--- src/rtl/bpj_pkg.sv ---
`timescale 1ns/1ps
package bpj_pkg;
   localparam int NUM_CLS   = 3;
   localparam int CLS_OWN   = 0;
   localparam int CLS_MCAST = 1;
   localparam int CLS_BCAST = 2;
   localparam int EN_ANY    = NUM_CLS;

   typedef enum logic [2:0] {
      ST_IDLE    = 3'd0,
      ST_ARMED   = 3'd1,
      ST_JAM     = 3'd2,
      ST_PASS    = 3'd3,
      ST_PASS_RX = 3'd4
   } bp_state_t;
endpackage

--- src/rtl/bpj_class_match.sv ---
`timescale 1ns/1ps
module bpj_class_match #(
   parameter int NUM = 3
) (
   input  logic [NUM-1:0] rx_class,
   input  logic [NUM:0]   class_en,
   output logic           match
);
   logic [NUM-1:0] hit;

   generate
      if (NUM < 1) begin : g_bad_num
         $error("bpj_class_match: NUM must be at least 1");
      end
      for (genvar g = 0; g < NUM; g++) begin : g_cls
         assign hit[g] = rx_class[g] & class_en[g];
      end
   endgenerate

   // the top enable bit accepts any frame regardless of its class bits
   assign match = class_en[NUM] | (|hit);
endmodule

--- src/rtl/bpj_dur_timer.sv ---
`timescale 1ns/1ps
module bpj_dur_timer #(
   parameter int DUR_W    = 16,
   parameter bit SATURATE = 1'b1
) (
   input  logic             clk,
   input  logic             rst_n,
   input  logic             run,
   input  logic             tick,
   input  logic [DUR_W-1:0] dur_cfg,
   output logic             elapsed
);
   localparam logic [DUR_W-1:0] CNT_MAX = {DUR_W{1'b1}};

   logic [DUR_W-1:0] cnt;
   logic [DUR_W-1:0] cnt_nxt;

   generate
      if (DUR_W < 1 || DUR_W > 32) begin : g_bad_w
         $error("bpj_dur_timer: DUR_W out of range 1..32");
      end
      if (SATURATE) begin : g_sat
         assign cnt_nxt = (cnt == CNT_MAX) ? cnt : cnt + 1'b1;

         // a saturating count never moves backwards while running
         a_r6_monotonic: assert property (@(posedge clk) disable iff (!rst_n)
            (run && $past(run)) |-> (cnt >= $past(cnt)));
      end else begin : g_wrap
         assign cnt_nxt = cnt + 1'b1;
      end
   endgenerate

   always_ff @(posedge clk) begin
      if (!rst_n)        cnt <= '0;
      else if (!run)     cnt <= '0;
      else if (tick)     cnt <= cnt_nxt;
   end

   assign elapsed = (cnt >= dur_cfg);

   // only ticks advance the count
   a_r6_tick_only: assert property (@(posedge clk) disable iff (!rst_n)
      (run && $past(run) && !$past(tick)) |-> (cnt == $past(cnt)));

   // count restarts at zero whenever the timer is parked
   a_r6_parked_zero: assert property (@(posedge clk) disable iff (!rst_n)
      $past(!run) |-> (cnt == '0));
endmodule

--- src/rtl/bpj_fsm.sv ---
`timescale 1ns/1ps
module bpj_fsm
   import bpj_pkg::*;
(
   input  logic      clk,
   input  logic      rst_n,
   input  logic      enable,
   input  logic      over_hi,
   input  logic      elapsed,
   input  logic      rx_sof,
   input  logic      rx_crs,
   input  logic      tx_busy,
   input  logic      cls_match,
   output bp_state_t state,
   output logic      timer_run
);
   bp_state_t state_nxt;

   always_comb begin
      state_nxt = state;
      if (!enable) begin
         state_nxt = ST_IDLE;
      end else begin
         unique case (state)
            ST_IDLE:    if (over_hi) state_nxt = ST_ARMED;
            ST_ARMED: begin
               if (elapsed)                             state_nxt = ST_PASS;
               else if (rx_sof && !tx_busy && cls_match) state_nxt = ST_JAM;
            end
            ST_JAM: begin
               if (!rx_crs) state_nxt = elapsed ? ST_PASS : ST_ARMED;
            end
            ST_PASS:    if (rx_sof) state_nxt = ST_PASS_RX;
            ST_PASS_RX: begin
               if (!rx_crs) state_nxt = over_hi ? ST_ARMED : ST_IDLE;
            end
            default:    state_nxt = ST_IDLE;
         endcase
      end
   end

   always_ff @(posedge clk) begin
      if (!rst_n) state <= ST_IDLE;
      else        state <= state_nxt;
   end

   assign timer_run = (state == ST_ARMED) || (state == ST_JAM);

   // disabling parks the controller
   a_r1_disable_idle: assert property (@(posedge clk) disable iff (!rst_n)
      !enable |=> (state == ST_IDLE));

   // a jam only begins on a frame start seen with the transmitter quiet
   a_r3_start_on_sof: assert property (@(posedge clk) disable iff (!rst_n)
      (state != ST_JAM) ##1 (state == ST_JAM) |-> $past(rx_sof && !tx_busy));

   // jam is held for the whole carrier
   a_r5_hold_jam: assert property (@(posedge clk) disable iff (!rst_n)
      (state == ST_JAM && rx_crs && enable) |=> (state == ST_JAM));

   // jam ends once carrier is gone
   a_r5_release_jam: assert property (@(posedge clk) disable iff (!rst_n)
      (state == ST_JAM && !rx_crs) |=> (state != ST_JAM));

   // the first frame after the duration is accepted
   a_r7_accept_one: assert property (@(posedge clk) disable iff (!rst_n)
      (state == ST_PASS && rx_sof && enable) |=> (state == ST_PASS_RX));

   // leaving the accepted frame never jumps straight to jamming
   a_r8_reeval: assert property (@(posedge clk) disable iff (!rst_n)
      (state == ST_PASS_RX && !rx_crs) |=> (state == ST_ARMED || state == ST_IDLE));
endmodule

--- src/rtl/bpj_ctrl.sv ---
`timescale 1ns/1ps
module bpj_ctrl
   import bpj_pkg::*;
#(
   parameter int LVL_W    = 12,
   parameter int DUR_W    = 16,
   parameter bit SATURATE = 1'b1
) (
   input  logic               clk,
   input  logic               rst_n,
   input  logic               half_duplex,
   input  logic               fc_enable,
   input  logic [LVL_W-1:0]   fifo_level,
   input  logic [LVL_W-1:0]   hi_thresh,
   input  logic [DUR_W-1:0]   dur_cfg,
   input  logic               bit_tick,
   input  logic               tx_busy,
   input  logic               rx_sof,
   input  logic               rx_crs,
   input  logic [NUM_CLS-1:0] rx_class,
   input  logic [NUM_CLS:0]   class_en,
   output logic               jam_req,
   output logic               bp_active,
   output logic               pass_open
);
   generate
      if (LVL_W < 1 || LVL_W > 32) begin : g_bad_lvl
         $error("bpj_ctrl: LVL_W out of range 1..32");
      end
   endgenerate

   logic      enable;
   logic      over_hi;
   logic      cls_match;
   logic      elapsed;
   logic      timer_run;
   bp_state_t state;

   assign enable  = half_duplex & fc_enable;
   assign over_hi = (fifo_level >= hi_thresh);

   bpj_class_match #(.NUM(NUM_CLS)) u_match (
      .rx_class (rx_class),
      .class_en (class_en),
      .match    (cls_match)
   );

   bpj_dur_timer #(.DUR_W(DUR_W), .SATURATE(SATURATE)) u_timer (
      .clk     (clk),
      .rst_n   (rst_n),
      .run     (timer_run),
      .tick    (bit_tick),
      .dur_cfg (dur_cfg),
      .elapsed (elapsed)
   );

   bpj_fsm u_fsm (
      .clk       (clk),
      .rst_n     (rst_n),
      .enable    (enable),
      .over_hi   (over_hi),
      .elapsed   (elapsed),
      .rx_sof    (rx_sof),
      .rx_crs    (rx_crs),
      .tx_busy   (tx_busy),
      .cls_match (cls_match),
      .state     (state),
      .timer_run (timer_run)
   );

   assign jam_req   = (state == ST_JAM);
   assign bp_active = timer_run;
   assign pass_open = (state == ST_PASS) || (state == ST_PASS_RX);

   // every jam is preceded by a class match on its frame start
   a_r4_class_gate: assert property (@(posedge clk) disable iff (!rst_n)
      $rose(jam_req) |-> $past(cls_match));

   // no jam while a frame is being let through
   a_r7_no_jam_in_pass: assert property (@(posedge clk) disable iff (!rst_n)
      pass_open |-> !jam_req);

   // arming follows an over-threshold level seen while idle
   a_r2_arm: assert property (@(posedge clk) disable iff (!rst_n)
      (!bp_active && !pass_open && enable && over_hi) |=> bp_active);
endmodule

--- config.mk ---
export PLATFORM = sky130hd
export DESIGN_NAME = bpj_ctrl
export DESIGN_NICKNAME = d
export VERILOG_FILES = /design/src/rtl/bpj_pkg.sv /design/src/rtl/bpj_class_match.sv /design/src/rtl/bpj_dur_timer.sv /design/src/rtl/bpj_fsm.sv /design/src/rtl/bpj_ctrl.sv
export SDC_FILE = /design/constraint.sdc
export NUM_CORES = 1
export LEC_CHECK = 0
export ABC_AREA = 0
export BUFFER_PORTS_ARGS = -buffer_cell sky130_fd_sc_hd__buf_4
export CORE_UTILIZATION = 38
export DETAILED_ROUTE_END_ITERATION = 8
export GPL_TIMING_DRIVEN = 0
export RECOVER_POWER = 100
export SYNTH_ARGS = -nofsm -noshare
export SYNTH_HDL_FRONTEND = slang
export SYNTH_SLANG_ARGS = --single-unit
export TNS_END_PERCENT = 100
--- constraint.sdc ---
create_clock -name clk -period 4.4 [get_ports clk]
set_input_delay 0.22 -clock clk [delete_from_list [all_inputs] [get_ports clk]]
set_output_delay 0.22 -clock clk [all_outputs]
set_load 0.05 [all_outputs]
==> summary.md <==
| Metric | Value |
|---|---|
| Clock tree root driver cell | `clkbuf_8` |
| Worst min-delay path class | `input pin to flop` |
| Status | `completed` |
| Comb power frac | `between 20% and 30%` |
| Largest net degree at the start of global routing | `12` |
| Largest area contributor in the netlist | `dfxtp_1` |
| Top FF cell, synth | `dfxtp_1` |
| Setup TNS | `0 ns` |
| Wire per inst | `11.02 um` |
| Maximum vdd ir drop | `146.6 uV` |
| Initial Util | `between 40% and 50%` |
| Clk sink count | `19` |
| Layout Skew | `0.001960 ns` |
| Die area | `~4700 um2` |
| FP Rows | `23` |
| Required @ worst endpoint | `4.54 ns` |
| # hold bufs at CTS | `0` |
| Compound-gate portion of the synthesized area | `between 10 and 15%` |
| Synthesis Warnings | `0` |
| Number of synthesized register bits | `19` |
| First-pass GRT wire length | `roughly 5500 um` |
| Proportion of synthesized area in mux cells | `1.185%` |
| Largest family of logic cells by synthesized area | `simple AND/OR/NAND/NOR gates` |
| Critical path's top delay family | `simple AND/OR/NAND/NOR gates` |
| Area growth, synth to finish | `28.96%` |
| Worst-path fanout max | `7` |
| Core Area | `4144 um2` |
| Cell mode on critical path | `nand4_1` |
| Maximum clock insertion buffer count | `2` |
| Worst setup EP type | `flop` |
| Gpl congestion | `0.8001` |
| Area share of the largest cell type after synthesis | `between 20% and 30%` |
| Sequential-to-total area share from yosys stat | `22.52%` |
| Fmax | `about 430 MHz` |
| P per Cell Area | `173.4 nW/um2` |
| Clock period minus worst slack | `2.341 ns` |
| Post-synth ARST share | `0%` |
| Synth cell count leaders | `32 x inv_1, 29 x ha_1, 23 x nand2_1, 19 x dfxtp_1, 19 x nor2_1` |
| Placed Cells | `322` |
| Drt pass-1 iters | `4` |
| Resize count post-CTS | `0` |
| Top-count cell post-synth | `inv_1` |
| CTS tree | `yes` |
| Internal | `0.2854 mW` |
| Total gr overflow | `0` |
| Crit path buf inv count | `0` |
| Worst path slowest cell | `nor4_1` |
| Post-layout net count | `361` |
| Synthesized-area fraction occupied by adder cells | `21.48%` |
| Insertion delay to the later sink of the worst-skew pair | `0.25 ns` |
| Leak pwr | `1.057 nW` |
| Yosys cell types | `42` |
| DR vias | `1596` |
| Clk slew on worst S/H paths | `0.07 ns` |
| Placement Setup Slack | `2.253 ns` |
| Max Transition Viols Final | `0` |
| ANT nets after route | `0` |
| Worst EP arrival | `~2.5 ns` |
| GRT Total Usage | `15.45%` |
| Fin worst setup slack | `2.059 ns` |
| Syn avg cell area | `7.856 um2` |
| Htree depth | `1` |
| Fillers | `435` |
| DRC violations left | `0` |
| CP Class | `flop to flop` |
| Critical Path Source Type | `flop` |
| Top cells by area, synth | `dfxtp_1 23%, ha_1 21%, inv_1 7.1%, xor2_1 5.2%, nand2_1 5.1%` |
| Layout cells sized above 1 | `22.10%` |
| Horiz. Die Dim | `between 60 and 70 um` |
| Cell Chain, Critical Path | `nand4_1 -> nor4_1 -> a41oi_1 -> nand4_1 -> xor2_1 -> nor2_1` |
| Power share of the clock group | `32.6%` |
| First DRT Iteration DRCs | `44` |
| Antenna Cells | `0` |
| Initial antenna violation count | `0` |
| Worst slew margin | `38.09%` |
| Core Util, Final | `a little over half` |
| Post-synth EDFFs | `0` |
| Syn nets | `299` |
| Switching part of the total | `between 20% and 30%` |
| Post-DP HPWL | `3004 um` |
| Post-Syn Instances | `215` |
| Switching pwr | `0.09225 mW` |
| Number of post-CTS setup repair buffers | `0` |
| Total Wirelength | `around 3600 um` |
| Vias in the first global route | `1305` |
| Synth Area in Simple Gates | `between 20% and 30%` |
| Port Buf Inserts | `57` |
| Sequential share of power | `45.8%` |
| Worst-Margin Slew | `a little over 0.9 ns` |
| Die Span Y | `68.67 um` |
| Fin. Hold Viols | `0` |
| CTS buffer count | `3` |
| CP peak stage delay | `between 0.7 and 0.8 ns` |
| Final worst-path cycle share | `53.21%` |
| Synth Area in XOR/XNOR | `about 6.2%` |
| Vias per inst | `just under 5` |
| Design Power | `around 0.38 mW` |
| RSZ-0062 raised after global routing | `no` |
| # setup viols final | `0` |
| Max-cap viol count | `0` |
| I/O pin total | `58` |
| Syn Std Cell Area | `1689 um2` |
| Layout Cells excl Fill | `326` |
-- final timing paths --
path,slack (ns),from,to,depth (start not counted)
worst max-delay path,2.06,u_timer.cnt[3]$_SDFFE_PN0P_,u_timer.cnt[6]$_SDFFE_PN0P_,6
worst min-delay path,0.26,fc_enable,u_fsm.state[2]$_SDFFE_PN0P_,3
worst max register to register,2.06,u_timer.cnt[3]$_SDFFE_PN0P_,u_timer.cnt[6]$_SDFFE_PN0P_,6
worst min register to register,0.51,u_timer.cnt[1]$_SDFFE_PN0P_,u_timer.cnt[1]$_SDFFE_PN0P_,2
-- cell type report --
| class | instances | area (um2) | area share [%] |
|---|---|---|---|
| Multi-Input combinational cell | 163 | 1149 | 52.73 |
| Timing Repair Buffer | 57 | 416.7 | 19.13 |
| Sequential cell | 19 | 380.4 | 17.46 |
| Inverter | 32 | 120.1 | 5.514 |
| Tap cell | 50 | 62.56 | 2.872 |
| Clock buffer | 3 | 41.29 | 1.895 |
| Clock inverter | 1 | 5.005 | 0.2298 |
| Buffer | 1 | 3.754 | 0.1723 |
-- logic make-up (layout without fill, tap and decap cells) --
logic type / Yosys count / count (layout)
and+or+nand+nor: 83 / 83
AOI/OAI and AO/OA: 37 / 37
buffers and inverters: 33 / 94
adders and majority gates: 29 / 29
DFF: 19 / 19
xor gates and xnor gates: 12 / 12
muxes: 2 / 2
-- stage by stage --
| step | cell area, um2 | hold WS (ns) |
|---|---|---|
| final | 2178 | 0.2553 |
| after global routing | 2178 | 0.2606 |
| after CTS | 2226 | 0.2546 |
| after detailed placement | 2180 | 0.4973 |
| after global placement | 2180 | 0.4922 |
| after floorplan | 1689 | 0.3725 |
-- power groups by stage --
| stage | Clock (mW) | Sequential (mW) | Combinational, mW |
|---|---|---|---|
| 5_1_grt | 0.133 | 0.173 | 0.0929 |
| 6_report | 0.123 | 0.173 | 0.0813 |
| 3_3_place_gp | 0 | 0.177 | 0.0823 |
| 4_1_cts | 0.126 | 0.173 | 0.0836 |
| 2_1_floorplan | 0 | 0.177 | 0.0373 |
| 3_5_place_dp | 0 | 0.177 | 0.0828 |
-- state kept, by name (all words and copies together), names as in the netlist --
| register | cells |
|---|---|
| u_timer.cnt | 16 |
| u_fsm.state | 3 |
-- worst register-to-register path: stages (launching register included) --
cell and delay (ns):
dfxtp_1 0.46, nand4_1 0.20, nor4_1 0.76, a41oi_1 0.39, nand4_1 0.22, xor2_1 0.16
nor2_1 0.05
-- per-layer routing --
metal | track usage (%) | part of all wire, % | routed length (um)
met5 | 0 | 0 | 0
met3 | 1.645 | 4.5 | 160
met2 | 24.14 | 43 | 1560
met1 | 22.04 | 51 | 1840
met4 | 4.688 | 0.84 | 30
-- placed cells by master, fill, tap and decap left out, drive strengths merged, types with 2 or more instances in the layout --
master  count
nand2      24
nand2b      4
buf        54
ha         29
a211oi      2
inv        32
nand3b      2
o21ai       5
mux2i       2
nand3      12
xnor2       2
a211o       2
and4        4
a21o        2
nand4       6
dfxtp      19
o211ai      2
clkbuf      7
nor3        4
nor2       19
a21oi      14
xor2       10
(Power assumes the default switching activity.)
